### src/rtl/irq_split_pkg.sv
package irq_split_pkg;
  localparam int REG_DW = 32;
  localparam int REG_AW = 6;
  typedef logic [REG_AW-1:0] regaddr_t;
  localparam regaddr_t A_ROUTE = 6'h00;
  localparam regaddr_t A_ENABLE = 6'h04;
  localparam regaddr_t A_ENCLR = 6'h08;
  localparam regaddr_t A_ENSET = 6'h0C;
  localparam regaddr_t A_TYPE = 6'h10;
  localparam regaddr_t A_POL = 6'h14;
  localparam regaddr_t A_SEC = 6'h18;
  localparam regaddr_t A_STAT0 = 6'h1C;
  localparam regaddr_t A_STAT1 = 6'h20;
  localparam regaddr_t A_RAW = 6'h24;
endpackage

### src/rtl/irq_split_cfg.sv
module irq_split_cfg
  import irq_split_pkg::*;
#(
  parameter int NSRC = 32
) (
  input  logic              clk,
  input  logic              rst,
  input  logic              we,
  input  regaddr_t          addr,
  input  logic [REG_DW-1:0] wdata,
  output logic [NSRC-1:0]   sel_q,
  output logic [NSRC-1:0]   en_q,
  output logic [NSRC-1:0]   typ_q,
  output logic [NSRC-1:0]   pol_q,
  output logic [NSRC-1:0]   sec_q,
  output logic [NSRC-1:0]   clr
);
  logic [NSRC-1:0] wd;
  assign wd  = wdata[NSRC-1:0];
  assign clr = (we && addr == A_RAW) ? wd : '0;

  always_ff @(posedge clk) begin
    if (rst) begin
      sel_q <= '0;
      en_q  <= '0;
      typ_q <= '0;
      pol_q <= '0;
      sec_q <= '0;
    end else if (we) begin
      case (addr)
        A_ROUTE:  sel_q <= wd;
        A_ENABLE: en_q  <= wd;
        A_ENCLR:  en_q  <= en_q & ~wd;
        A_ENSET:  en_q  <= en_q | wd;
        A_TYPE:   typ_q <= wd;
        A_POL:    pol_q <= wd;
        A_SEC:    sec_q <= wd;
        default:  ;
      endcase
    end
  end

  // write-one set and clear act only on the marked bits
  p_enset_r4: assert property (@(posedge clk) disable iff (rst)
    (we && addr == A_ENSET) |=> ((en_q & $past(wd)) == $past(wd)));
  p_enclr_r4: assert property (@(posedge clk) disable iff (rst)
    (we && addr == A_ENCLR) |=> ((en_q & $past(wd)) == '0));
endmodule

### src/rtl/irq_split_pend.sv
module irq_split_pend #(
  parameter int NSRC = 32
) (
  input  logic            clk,
  input  logic            rst,
  input  logic [NSRC-1:0] src_in,
  input  logic [NSRC-1:0] typ,
  input  logic [NSRC-1:0] pol,
  input  logic [NSRC-1:0] clr,
  output logic [NSRC-1:0] pend_q
);
  logic [NSRC-1:0] adj;
  logic [NSRC-1:0] adj_q;
  logic [NSRC-1:0] rise;

  for (genvar g = 0; g < NSRC; g++) begin : g_src
    assign adj[g]  = src_in[g] ^ pol[g];
    assign rise[g] = adj[g] & ~adj_q[g];
    always_ff @(posedge clk) begin
      if (rst) begin
        adj_q[g]  <= 1'b0;
        pend_q[g] <= 1'b0;
      end else begin
        adj_q[g] <= adj[g];
        if (typ[g]) pend_q[g] <= rise[g] | (pend_q[g] & ~clr[g]);
        else        pend_q[g] <= adj[g];
      end
    end
  end

  // level bits mirror the adjusted input of the previous cycle
  p_level_follow_r7: assert property (@(posedge clk) disable iff (rst)
    (typ != '1) |=> (((pend_q ^ $past(adj)) & ~$past(typ)) == '0));
  // an edge on an edge source always leaves its bit set
  p_edge_capture_r5: assert property (@(posedge clk) disable iff (rst)
    (|(rise & typ)) |=> ((~pend_q & $past(rise & typ)) == '0));
  // a clear with no coinciding edge empties the bit
  p_edge_clear_r8: assert property (@(posedge clk) disable iff (rst)
    (|(typ & clr & ~rise)) |=> ((pend_q & $past(typ & clr & ~rise)) == '0));
  // an edge coinciding with a clear wins
  p_set_wins_r9: assert property (@(posedge clk) disable iff (rst)
    (|(typ & clr & rise)) |=> ((~pend_q & $past(typ & clr & rise)) == '0));
endmodule

### src/rtl/irq_split_router.sv
module irq_split_router
  import irq_split_pkg::*;
#(
  parameter int NSRC = 32
) (
  input  logic              clk,
  input  logic              rst,
  input  logic              reg_we,
  input  logic [5:0]        reg_addr,
  input  logic [31:0]       reg_wdata,
  output logic [31:0]       reg_rdata,
  input  logic [NSRC-1:0]   src_in,
  output logic              irq0_o,
  output logic              irq1_o
);
  logic [NSRC-1:0] sel_q, en_q, typ_q, pol_q, sec_q, clr, pend_q;
  logic [NSRC-1:0] stat0, stat1;

  irq_split_cfg #(.NSRC(NSRC)) u_cfg (
    .clk(clk), .rst(rst), .we(reg_we), .addr(reg_addr), .wdata(reg_wdata),
    .sel_q(sel_q), .en_q(en_q), .typ_q(typ_q), .pol_q(pol_q), .sec_q(sec_q),
    .clr(clr)
  );

  irq_split_pend #(.NSRC(NSRC)) u_pend (
    .clk(clk), .rst(rst), .src_in(src_in), .typ(typ_q), .pol(pol_q),
    .clr(clr), .pend_q(pend_q)
  );

  assign stat0 = pend_q & en_q & ~sel_q;
  assign stat1 = pend_q & en_q & sel_q;

  always_ff @(posedge clk) begin
    if (rst) begin
      irq0_o    <= 1'b0;
      irq1_o    <= 1'b0;
      reg_rdata <= '0;
    end else begin
      irq0_o <= |stat0;
      irq1_o <= |stat1;
      case (reg_addr)
        A_ROUTE:  reg_rdata <= REG_DW'(sel_q);
        A_ENABLE: reg_rdata <= REG_DW'(en_q);
        A_TYPE:   reg_rdata <= REG_DW'(typ_q);
        A_POL:    reg_rdata <= REG_DW'(pol_q);
        A_SEC:    reg_rdata <= REG_DW'(sec_q);
        A_STAT0:  reg_rdata <= REG_DW'(stat0);
        A_STAT1:  reg_rdata <= REG_DW'(stat1);
        A_RAW:    reg_rdata <= REG_DW'(pend_q);
        default:  reg_rdata <= '0;
      endcase
    end
  end

  // with nothing enabled neither request can rise
  p_irq_needs_enable_r11: assert property (@(posedge clk) disable iff (rst)
    (en_q == '0) |=> (!irq0_o && !irq1_o));
endmodule

### config.mk
export PLATFORM = sky130hd
export DESIGN_NAME = irq_split_router
export DESIGN_NICKNAME = d
export VERILOG_FILES = /design/src/rtl/irq_split_pkg.sv /design/src/rtl/irq_split_cfg.sv /design/src/rtl/irq_split_pend.sv /design/src/rtl/irq_split_router.sv
export SDC_FILE = /design/constraint.sdc
export NUM_CORES = 1
export LEC_CHECK = 0
export ABC_AREA = 1
export BUFFER_PORTS_ARGS = -buffer_cell sky130_fd_sc_hd__buf_4
export CORE_MARGIN = 5
export CORE_UTILIZATION = 51
export CTS_CLUSTER_SIZE = 28
export DETAILED_ROUTE_END_ITERATION = 8
export PLACE_DENSITY = 0.73
export RECOVER_POWER = 50
export SYNTH_ARGS = -nofsm -noshare
export SYNTH_HDL_FRONTEND = slang
export SYNTH_SLANG_ARGS = --single-unit
### constraint.sdc
create_clock -name clk -period 1.4 [get_ports clk]
set_input_delay 0.07 -clock clk [delete_from_list [all_inputs] [get_ports clk]]
set_output_delay 0.07 -clock clk [all_outputs]
set_load 0.02 [all_outputs]
==> summary.txt <==
CTS
  – Htree depth: 1
  – Clock-pin slew on the worst setup and hold paths: roughly 60 ps
  – Clk buf depth: 3
  – Clock sinks: 258
  – Clock Root Buffer: clkbuf_16
  – Total CTS buffers: 28
  – Setup Fix Bufs, Post-CTS: 0
  – CTS tree: done
  – Worst skew pair latency: 540 ps

Pwr
  – Leak pwr: ~6.7 nW
  – Clock network fraction of total power: 45.5%
  – Fraction of power spent switching nets: 23.2%
  – Sw Pwr: 3.75 mW
  – Combinational power share: between 7 and 8%
  – Internal: 12.4 mW
  – Pwr dens: 1080 nW/um^2
  – Max IR drop VDD: 0.904 mV
  – Seq pwr share: about 47%

Timing
  – Hold Worst Slack: 114 ps
  – Clock skew: 11.4 ps
  – F_max: roughly 750 MHz
  – Slew Viols, Final: 0
  – Final Hold Viols: 0
  – Final setup violation count: 0
  – Final Cycle Share: 94.8%
  – Fin Setup TNS: 0 ps
  – Post-route minimum period: 1330 ps
  – RSZ-0062 raised after global routing: false
  – Slew of the pin with the lowest slew margin: approximately 440 ps
  – Max-slew headroom: 70.8%

Synth
  – Mapped Nets: 1846
  – Yosys warns: 0
  – Sequential element share of the synthesized area: 43.1%
  – Syn Inst Count: 1773
  – Cell variety after synth: 20
  – Count of state elements after synthesis: 258
  – Mean Syn Cell Area: 6.76 sq um
  – Mapped Area: 12000 sq um

Floorplanning
  – Cell row count: 56
  – Core footprint: 23300 sq um
  – DIE AREA: 26700 sq um
  – Initial Util: 51.3%
  – Ports: 107
  – Die H: 163 microns
  – Die Wd: 163 microns

Critical path
  – CP endpoint kind: register
  – CP Max Fanout: 20
  – Startpoint types: input pin
  – Kind of critical path: input pin to register
  – Critical Path RT: 1890 ps
  – Reg2Reg Depth: 6
  – R2r setup slk: 90 ps
  – Critical path arrival: 1820 ps
  – Reg-to-Reg End: u_pend.pend_q[22]
  – RR Startpoint: u_cfg.pol_q[22]

Run status
  – Status: finished clean

Drt
  – Vias per cell: 5.65
  – Detail Route Antenna Nets: 0
  – DRC: 0
  – Wire per inst: between 15 and 20 microns
  – 1st-pass router iterations: 7
  – Final WL: 37800 microns
  – Initial DRC Count: 1304
  – Via count: 12800

Cells and area
  – Area delta synth->final: 25.0%
  – Layout net count: 2002
  – Fillers: ~2100
  – Layout cells sized above 1: 11.8%
  – Multi-input logic area: approximately 5900 sq um
  – Sequential cell area: 5160 sq um

Min path
  – HP Class: input pin to register
  – Hold path depth: 4
  – Min-delay src: reg_we
  – WHS Endpoint: u_cfg.en_q[15]

Global routing
  – Vias in the first global route: 12000
  – Total gr overflow: 0
  – Initial antenna violation count: 1
  – Largest net degree at the start of global routing: 83
  – First-pass GRT wire length: 60300 microns
  – Total GRT Usage: 27.4%

Place
  – IO Port Bufs: 106
  – Gpl congestion: 0.879
  – DP Wirelength: 24100 microns

Run
  – Max-cap violations: 0
==> area by class of cell <==
class,instances,share of cell area [%]
Multi-Input combinational cell,1295,39.5
Tap cell,319,2.67
Inverter,103,2.63
Clock buffer,40,5.52
Sequential cell,258,34.5
Clock inverter,7,0.585
Antenna cell,1,0.0167
Timing Repair Buffer,243,14.6
==> sequential cells by signal (all words and copies together) (netlist names) <==
name,cells
irq0_o,1
irq1_o,1
reg_rdata,32
u_cfg.en_q,32
u_cfg.pol_q,32
u_cfg.sec_q,32
u_cfg.sel_q,32
u_cfg.typ_q,32
u_pend.adj_q,32
u_pend.pend_q,32
==> cells in the final DEF, fill, tap and decap left out, types with 2 or more instances in the layout <==
master         instances
nor2_2                 4
clkbuf_2               5
o21ai_1               25
nand4_1               88
nand3b_1              12
nand3_1              181
xnor2_1                8
inv_1                 95
buf_12                16
clkbuf_1               7
a21o_1                 8
clkinv_2               4
nand2_1              479
bufinv_16              2
dlygate4sd3_1         70
a21oi_1              202
inv_2                  7
dfxtp_1              258
buf_4                147
o21ai_0              135
clkbuf_4               2
nor2_1               149
clkbuf_16             29
nor2_4                 3
clkbuf_8               6
==> worst max-delay path, stage by stage <==
cell           delay (ps)
dlygate4sd3_1         550
buf_4                 170
inv_8                 130
nand2_1                60
dlygate4sd3_1         560
nor2_1                140
nand2_1                70
nand2_1                60
==> routing by layer <==
metal | up-vias | share of wire [%] | track usage [%]
met5 | - | 0 | 0
li1 | 6210 | - | -
met4 | 0 | 2.8 | 9.26
met2 | 599 | 47 | 46.1
met3 | 89 | 8.6 | 4.64
met1 | 5908 | 42 | 35.9
==> how the worst max path moves through the flow <==
stage	slack [ps]	depth (start not counted)	start	to
finish	70	8	rst	u_pend.pend_q[22]
detailed placement	-150	9	reg_addr[1]	u_cfg.typ_q[2]
floorplan	190	8	reg_addr[3]	u_cfg.sel_q[27]
CTS	40	8	rst	u_pend.pend_q[24]
global route	8	6	u_cfg.pol_q[24]	u_pend.pend_q[24]
global placement	-90	9	reg_addr[5]	reg_rdata[7]
==> power by group through the flow <==
| stage | combinational, mW | clock (mW) | sequential [mW] |
|---|---|---|---|
| floorplan | 0.512 | 0 | 7.73 |
| global placement | 1.01 | 0 | 7.75 |
| detailed placement | 1.02 | 0 | 7.75 |
| CTS | 1.18 | 7.43 | 7.59 |
| global route | 1.28 | 7.77 | 7.61 |
| finish | 1.19 | 7.35 | 7.60 |
==> cell families after synthesis <==
kind of cell / after synthesis / synth area share (%)
xor gates and xnor gates: 8 / 0.585
DFF: 258 / 43.1
and+or+nand+nor: 917 / 33.1
buffers and inverters: 220 / 7.58
AOI/OAI and AO/OA: 370 / 15.6
==> cells in the mapped netlist (all sizes together) <==
library cell	count	area share, %
nand4	88	4.6
o21ai	160	6.7
nand2	480	15
nand3	181	7.6
a21o	8	0.50
buf	59	2.5
xnor2	8	0.58
dfxtp	258	43
a21oi	202	8.4
nand3b	12	0.75
inv	103	3.2
clkbuf	58	1.8
nor2	156	5.1
==> metrics by stage <==
step | instances | power [mW] | setup WS (ps) | cell area (sq um) | utilization, %
6_report | 2266 | 16.1 | 73.0 | 15000 | 64.2
5_1_grt | 2266 | 16.7 | 8.14 | 15000 | 64.2
4_1_cts | 2265 | 16.2 | 39.0 | 15000 | 64.4
3_5_place_dp | 2148 | 8.77 | -148 | 13400 | 57.5
3_3_place_gp | 2148 | 8.75 | -85.8 | 13400 | 57.5
2_1_floorplan | 1773 | 8.24 | 189 | 12000 | -
==> timing repair <==
item	CTS	global route
hold buffers	70	0
setup endpoints to repair	0	3
endpoints found under the hold margin	224	0
gates resized for setup	0	3
No activity file was read; power rests on OpenSTA's default activity.
